[config.mk]
export PLATFORM = sky130hd
export DESIGN_NAME = spiFifoStatus
export DESIGN_NICKNAME = d
export VERILOG_FILES = /design/src/rtl/spiFifoStatusPkg.sv /design/src/rtl/spiFifoStatusCtrl.sv /design/src/rtl/spiFifoStatusDp.sv /design/src/rtl/spiFifoStatus.sv
export SDC_FILE = /design/constraint.sdc
export NUM_CORES = 1
export LEC_CHECK = 0
export CAP_MARGIN = 40
export CORE_MARGIN = 3
export CORE_UTILIZATION = 63
export CTS_BUF_LIST = sky130_fd_sc_hd__clkbuf_4 sky130_fd_sc_hd__clkbuf_8 sky130_fd_sc_hd__clkbuf_16
export DETAILED_ROUTE_END_ITERATION = 12
export DONT_BUFFER_PORTS = 1
export GPL_TIMING_DRIVEN = 0
export PLACE_DENSITY = 0.83
export SLEW_MARGIN = 20
export SYNTH_ARGS = -nofsm -noshare
export SYNTH_HDL_FRONTEND = slang
export SYNTH_SLANG_ARGS = --single-unit
[constraint.sdc]
create_clock -name clk -period 2.7 [get_ports clk]
set_clock_uncertainty 0.15 [all_clocks]
set_input_delay 0.135 -clock clk [delete_from_list [all_inputs] [get_ports clk]]
set_output_delay 0.135 -clock clk [all_outputs]
set_load 0.01 [all_outputs]
[src/rtl/spiFifoStatusPkg.sv]
package spiFifoStatusPkg;
  localparam int TRAIL_W = 10;
  localparam int ERR_N   = 4;
  localparam int SRC_N   = 7;
  localparam int CLR_N   = 5;

  // error index order: 0 txUnder, 1 txOver, 2 rxUnder, 3 rxOver (status bits 2..5)
  typedef struct packed {
    logic [ERR_N-1:0] errSet;
    logic [ERR_N-1:0] errClr;
    logic             trailClr;
    logic             stale;
  } statStrobes_t;
endpackage

[src/rtl/spiFifoStatusCtrl.sv]
module spiFifoStatusCtrl
  import spiFifoStatusPkg::*;
#(
  parameter int FIFO_DEPTH = 64,
  parameter int LVL_W      = 7
) (
  input  logic             txPush,
  input  logic             txPop,
  input  logic [LVL_W-1:0] txLevel,
  input  logic             rxPush,
  input  logic             rxPop,
  input  logic [LVL_W-1:0] rxLevel,
  input  logic [LVL_W-1:0] rxMark,
  input  logic             clearWe,
  input  logic [CLR_N-1:0] clearBits,
  output statStrobes_t     strb
);
  localparam logic [LVL_W-1:0] FULL_LVL = LVL_W'(FIFO_DEPTH);

  logic txFull, txEmpty, rxFull, rxEmpty;

  always_comb begin
    txFull  = (txLevel == FULL_LVL);
    txEmpty = (txLevel == '0);
    rxFull  = (rxLevel == FULL_LVL);
    rxEmpty = (rxLevel == '0);

    strb.errSet[0] = txPop  && txEmpty;
    strb.errSet[1] = txPush && txFull;
    strb.errSet[2] = rxPop  && rxEmpty;
    strb.errSet[3] = rxPush && rxFull;

    // clear vector order differs from status order
    strb.errClr[0] = clearWe && clearBits[4];
    strb.errClr[1] = clearWe && clearBits[3];
    strb.errClr[2] = clearWe && clearBits[2];
    strb.errClr[3] = clearWe && clearBits[1];
    strb.trailClr  = clearWe && clearBits[0];

    strb.stale = !rxEmpty && (rxLevel < rxMark) && !rxPush;
  end
endmodule

[src/rtl/spiFifoStatusDp.sv]
module spiFifoStatusDp
  import spiFifoStatusPkg::*;
#(
  parameter int LVL_W    = 7,
  parameter int RX_OFF   = 13,
  parameter int STATUS_W = RX_OFF + LVL_W + 2
) (
  input  logic                clk,
  input  logic                rstN,
  input  statStrobes_t        strb,
  input  logic [LVL_W-1:0]    txLevel,
  input  logic [LVL_W-1:0]    rxLevel,
  input  logic [LVL_W-1:0]    txMark,
  input  logic [LVL_W-1:0]    rxMark,
  input  logic                shifterIdle,
  input  logic [TRAIL_W-1:0]  trailLimit,
  input  logic [SRC_N-1:0]    intEnable,
  output logic [STATUS_W-1:0] statusWord,
  output logic                irq
);
  localparam int TZ_BIT   = RX_OFF + LVL_W;
  localparam int DONE_BIT = RX_OFF + LVL_W + 1;

  logic [ERR_N-1:0]   errFlags;
  logic [TRAIL_W-1:0] trailCnt;
  logic               trailReached;
  logic               trailSticky;
  logic               txReady, rxReady, txDone;
  logic [SRC_N-1:0]   srcVec;

  for (genvar i = 0; i < ERR_N; i++) begin : g_err
    always_ff @(posedge clk or negedge rstN) begin
      if (!rstN)                 errFlags[i] <= 1'b0;
      else if (strb.errSet[i])   errFlags[i] <= 1'b1;
      else if (strb.errClr[i])   errFlags[i] <= 1'b0;
    end
  end

  always_ff @(posedge clk or negedge rstN) begin
    if (!rstN)                     trailCnt <= '0;
    else if (!strb.stale)          trailCnt <= '0;
    else if (trailCnt < trailLimit) trailCnt <= trailCnt + 1'b1;
  end

  assign trailReached = strb.stale && (trailCnt >= trailLimit);

  always_ff @(posedge clk or negedge rstN) begin
    if (!rstN)              trailSticky <= 1'b0;
    else if (trailReached)  trailSticky <= 1'b1;
    else if (strb.trailClr) trailSticky <= 1'b0;
  end

  always_comb begin
    txReady = (txLevel <= txMark);
    rxReady = (rxLevel >= rxMark);
    txDone  = (txLevel == '0) && shifterIdle;

    statusWord                   = '0;
    statusWord[0]                = txReady;
    statusWord[1]                = rxReady;
    statusWord[5:2]              = errFlags;
    statusWord[6 +: LVL_W]       = txLevel;
    statusWord[RX_OFF +: LVL_W]  = rxLevel;
    statusWord[TZ_BIT]           = trailReached;
    statusWord[DONE_BIT]         = txDone;

    srcVec = {trailSticky, errFlags, rxReady, txReady};
    irq    = |(srcVec & intEnable);
  end
endmodule

[src/rtl/spiFifoStatus.sv]
module spiFifoStatus
  import spiFifoStatusPkg::*;
#(
  parameter int FIFO_DEPTH = 64,
  parameter int LVL_W      = $clog2(FIFO_DEPTH + 1),
  parameter int RX_OFF     = 6 + LVL_W,
  parameter int STATUS_W   = RX_OFF + LVL_W + 2
) (
  input  logic                clk,
  input  logic                rstN,
  input  logic                txPush,
  input  logic                txPop,
  input  logic [LVL_W-1:0]    txLevel,
  input  logic                rxPush,
  input  logic                rxPop,
  input  logic [LVL_W-1:0]    rxLevel,
  input  logic                shifterIdle,
  input  logic [LVL_W-1:0]    txMark,
  input  logic [LVL_W-1:0]    rxMark,
  input  logic [9:0]          trailLimit,
  input  logic [6:0]          intEnable,
  input  logic                clearWe,
  input  logic [4:0]          clearBits,
  output logic [STATUS_W-1:0] statusWord,
  output logic                irq
);
  statStrobes_t strb;

  spiFifoStatusCtrl #(.FIFO_DEPTH(FIFO_DEPTH), .LVL_W(LVL_W)) ctrl_i (
    .txPush(txPush), .txPop(txPop), .txLevel(txLevel),
    .rxPush(rxPush), .rxPop(rxPop), .rxLevel(rxLevel),
    .rxMark(rxMark), .clearWe(clearWe), .clearBits(clearBits),
    .strb(strb)
  );

  spiFifoStatusDp #(.LVL_W(LVL_W), .RX_OFF(RX_OFF), .STATUS_W(STATUS_W)) dp_i (
    .clk(clk), .rstN(rstN), .strb(strb),
    .txLevel(txLevel), .rxLevel(rxLevel), .txMark(txMark), .rxMark(rxMark),
    .shifterIdle(shifterIdle), .trailLimit(trailLimit), .intEnable(intEnable),
    .statusWord(statusWord), .irq(irq)
  );
endmodule

==> run summary <==
* 0.246 — Yosys top cell area share
* 1530 um2 — Mapped Area
* sky130_fd_sc_hd__inv_1 (27), sky130_fd_sc_hd__ha_1 (25), sky130_fd_sc_hd__buf_4 (18) — most common library cells after synthesis
* 0 — endpoints failing hold
* dp_i.trailCnt[8] — Min-Delay Endpoint
* 3800 um — overall routed net length
* rxPush — source of the worst hold timing path
* 2 — Max Root-Sink Buffers
* ha_1 > and4_1 > a2111o_1 > buf_2 > a31oi_1 > nor2_1 > buf_4 — crit-path cells
* 0 — number of max-capacitance violations reported
* 163 — number of inserted filler cells in the final layout
* 2740 um — Detail Placement HPWL
* 0 — Port-buffer cells
* 15 — Yosys reg bits
* sky130_fd_sc_hd__dfrtp_1 — Yosys top cell by area
* 0.961 — final critical-path share of the clock period
* 0 — max-slew violations
* 300 nW/um2 — cell area power density
* sky130_fd_sc_hd__a2111o_1 — slowest library cell on the worst path
* 0.702 ns — transition time of the tightest slew-check pin
* 16.1 um — Avg WL per Cell
* sky130_fd_sc_hd__clkbuf_4 — clock root buffer
* 0 — number of design rule violations left after detail routing
* 292 — number of nets in the layout
* 0.678 — initial standard-cell utilization of the core
* 0 — GRT Residual Overflow
* 16 — largest net degree at the start of global routing
* 190 — Post-Synthesis Cells
* register — type of origin of the critical path
* primary input to register — worst min-delay path category
* 55.2 um — Die Y-Extent
* completed — result of the run
* 0.903 nW — reported leakage power
* 0.385 GHz — Highest Clock Rate
* 0.24 ns — reg2reg setup slack
* 10 — biggest fanout along the worst timing path
* 0.125 — fraction of final layout cells with drive strength greater than 1
* 0.531 — relative slew slack
* 15 — total number of clock tree sinks
* 2.41 ns — critical path required time
* 1496 — total number of vias
* 55.2 um — horizontal extent of the die
* 81 — num ports
* 0.104 ns — least setup slack across all paths after layout
* 6 — R2R cell count
* sky130_fd_sc_hd__dfrtp_1 (25%), sky130_fd_sc_hd__ha_1 (20%), sky130_fd_sc_hd__buf_4 (8.8%) — leading cell types by total area after synthesis
* 39 — number of distinct library cell variants in the gate-level netlist after synthesis
* 6.34 — Via density
* 0.000274 V — maximum vdd drop
* 0 — number of enable-type register cells in the synthesized netlist
* 0.09 ns — Worst-path clk slew
* 1 — Clock H-tree levels
* 6050 um — first-pass GRT wire length
* 0.28 ns — insertion delay of the later-clocked pin in the worst-skew pair
* 0.246 — sequential element share of the synthesized area
* 0 — count of nets left with antenna violations after detail routing
* 2.31 ns — arrival time at the worst endpoint
* 2250 um2 — placeable core area
* dp_i.trailCnt[7] — reg-to-reg critical path startpoint
* 4 — count of cells along the worst hold path
* 0.000518 W — final total power
* register to primary output — worst setup path class
* 1409 — vias in the first global route
* 2.60 ns — final period demand of the worst path
* yes — TritonCTS clock tree
* 17 — # rows
* 77 — number of design-rule violations left by the first detailed-router iteration
* 1.00 — fraction of registers with async set/reset
* 8.04 um2 — mean instance size in the synthesized netlist
* 3 — CTS Buf Count
* 0 — number of warnings printed during yosys synthesis
* 4 — TritonRoute pass-1 iters
* sky130_fd_sc_hd__dfrtp_1 — Synth Flop Type
* primary output — capturing element type of the critical path
* 0.44 ns — Critical Path Max Stage Delay
* 3050 um2 — Total Die Area
* 0.267 ns — dpl ws
* 0 — antenna cell count
* 0 — initial antenna violation count
* 13.2% — Layout area overhead
* 0.240 — Tot GR Track Use
* 0.798 — last weighted congestion value of the routability-driven placer
* dp_i.trailCnt[9] — capture point of the worst reg-to-reg path
* 273 — Net Count, Synth
* 0 — Final setup violation count
* sky130_fd_sc_hd__inv_1 — dominant cell by count in the synthesized netlist
through the flow:
stage                     instance area, um2  utilization  instances  hold WS [ns]   TNS, ns
after floorplan                         1530            -        190        -0.311         0
after global placement                  1560        0.693        218        -0.310         0
after detailed placement                1560        0.693        218        -0.310         0
after CTS                               1720        0.763        235       0.00712         0
after global routing                    1730        0.767        236        0.0236  -0.00109
final                                   1730        0.767        236       0.00189         0
logic make-up after synthesis:
| logic type | after synthesis | synth area share |
|---|---|---|
| xor gates and xnor gates | 1 | 0.00573 |
| buffers and inverters | 47 | 0.161 |
| AOI/OAI and AO/OA | 44 | 0.188 |
| adders and majority gates | 25 | 0.205 |
| muxes | 1 | 0.00655 |
| DFF | 15 | 0.246 |
| and+or+nand+nor | 57 | 0.189 |
worst max-delay path by stage:
stage,from,end,slack (ns)
2_1_floorplan,dp_i.trailCnt[3],dp_i.trailCnt[9],0.47
3_3_place_gp,dp_i.trailCnt[3],statusWord[20],0.29
3_5_place_dp,dp_i.trailCnt[3],statusWord[20],0.27
4_1_cts,dp_i.trailCnt[7],statusWord[20],0.12
5_1_grt,dp_i.trailCnt[5],statusWord[20],-0.001
6_report,dp_i.trailCnt[7],statusWord[20],0.10
critical path, delay by kind of cell, from the launching register on:
kind	cells	cell delay [ns]
flops	1	0.42
simple gates	2	0.29
compound gates	2	0.64
buf+inv	2	0.36
fa+ha+maj	1	0.32
timing repair:
| item | 4_1_cts | 5_1_grt |
|---|---|---|
| hold buffers | 12 | 0 |
| resized for setup | 0 | 1 |
| pin swaps | 1 | 0 |
| endpoints found under the setup margin | 1 | 1 |
| setup buffers | 1 | 1 |
| endpoints found under the hold margin | 20 | 0 |
routing by layer:
metal,part of all wire,up-vias,track usage
li1,-,697,-
met5,0,-,0
met4,0.033,0,0.0799
met2,0.48,104,0.424
met3,0.092,16,0.0467
met1,0.40,679,0.288
registers in the layout, summed over array words and instances (netlist names):
name              cells
dp_i.trailCnt        10
dp_i.trailSticky      1
dp_i.statusWord       4
layout make-up:
cell class	instances	area, um2	area share
plain buffers	20	144	0.0832
clock buffers	4	30.0	0.0174
inverters	27	101	0.0586
multi-input cells	128	907	0.525
flip-flops and latches	15	377	0.218
well taps	28	35.0	0.0203
repair buffers	14	135	0.0781
placed cells by master, fill, tap and decap left out, drive strengths merged, types with 2 or more instances in the layout:
| cell | instances |
|---|---|
| a211oi | 3 |
| a21oi | 13 |
| a32o | 2 |
| and3 | 3 |
| buf | 21 |
| clkbuf | 5 |
| dfrtp | 15 |
| dlygate4sd3 | 12 |
| ha | 25 |
| inv | 27 |
| nand2 | 15 |
| nand2b | 2 |
| nand3 | 6 |
| nand4 | 4 |
| nor2 | 12 |
| o21a | 2 |
| o21ai | 11 |
| o31ai | 3 |
| or3 | 5 |
| or4 | 4 |
power by group:
group / internal (W) / switching [W] / total, W
Clock: 0.0000673 / 0.0000720 / 0.000139
Combinational: 0.0000700 / 0.0000757 / 0.000146
Sequential: 0.000229 / 0.00000490 / 0.000234
Power figures use the tool's default switching activity.
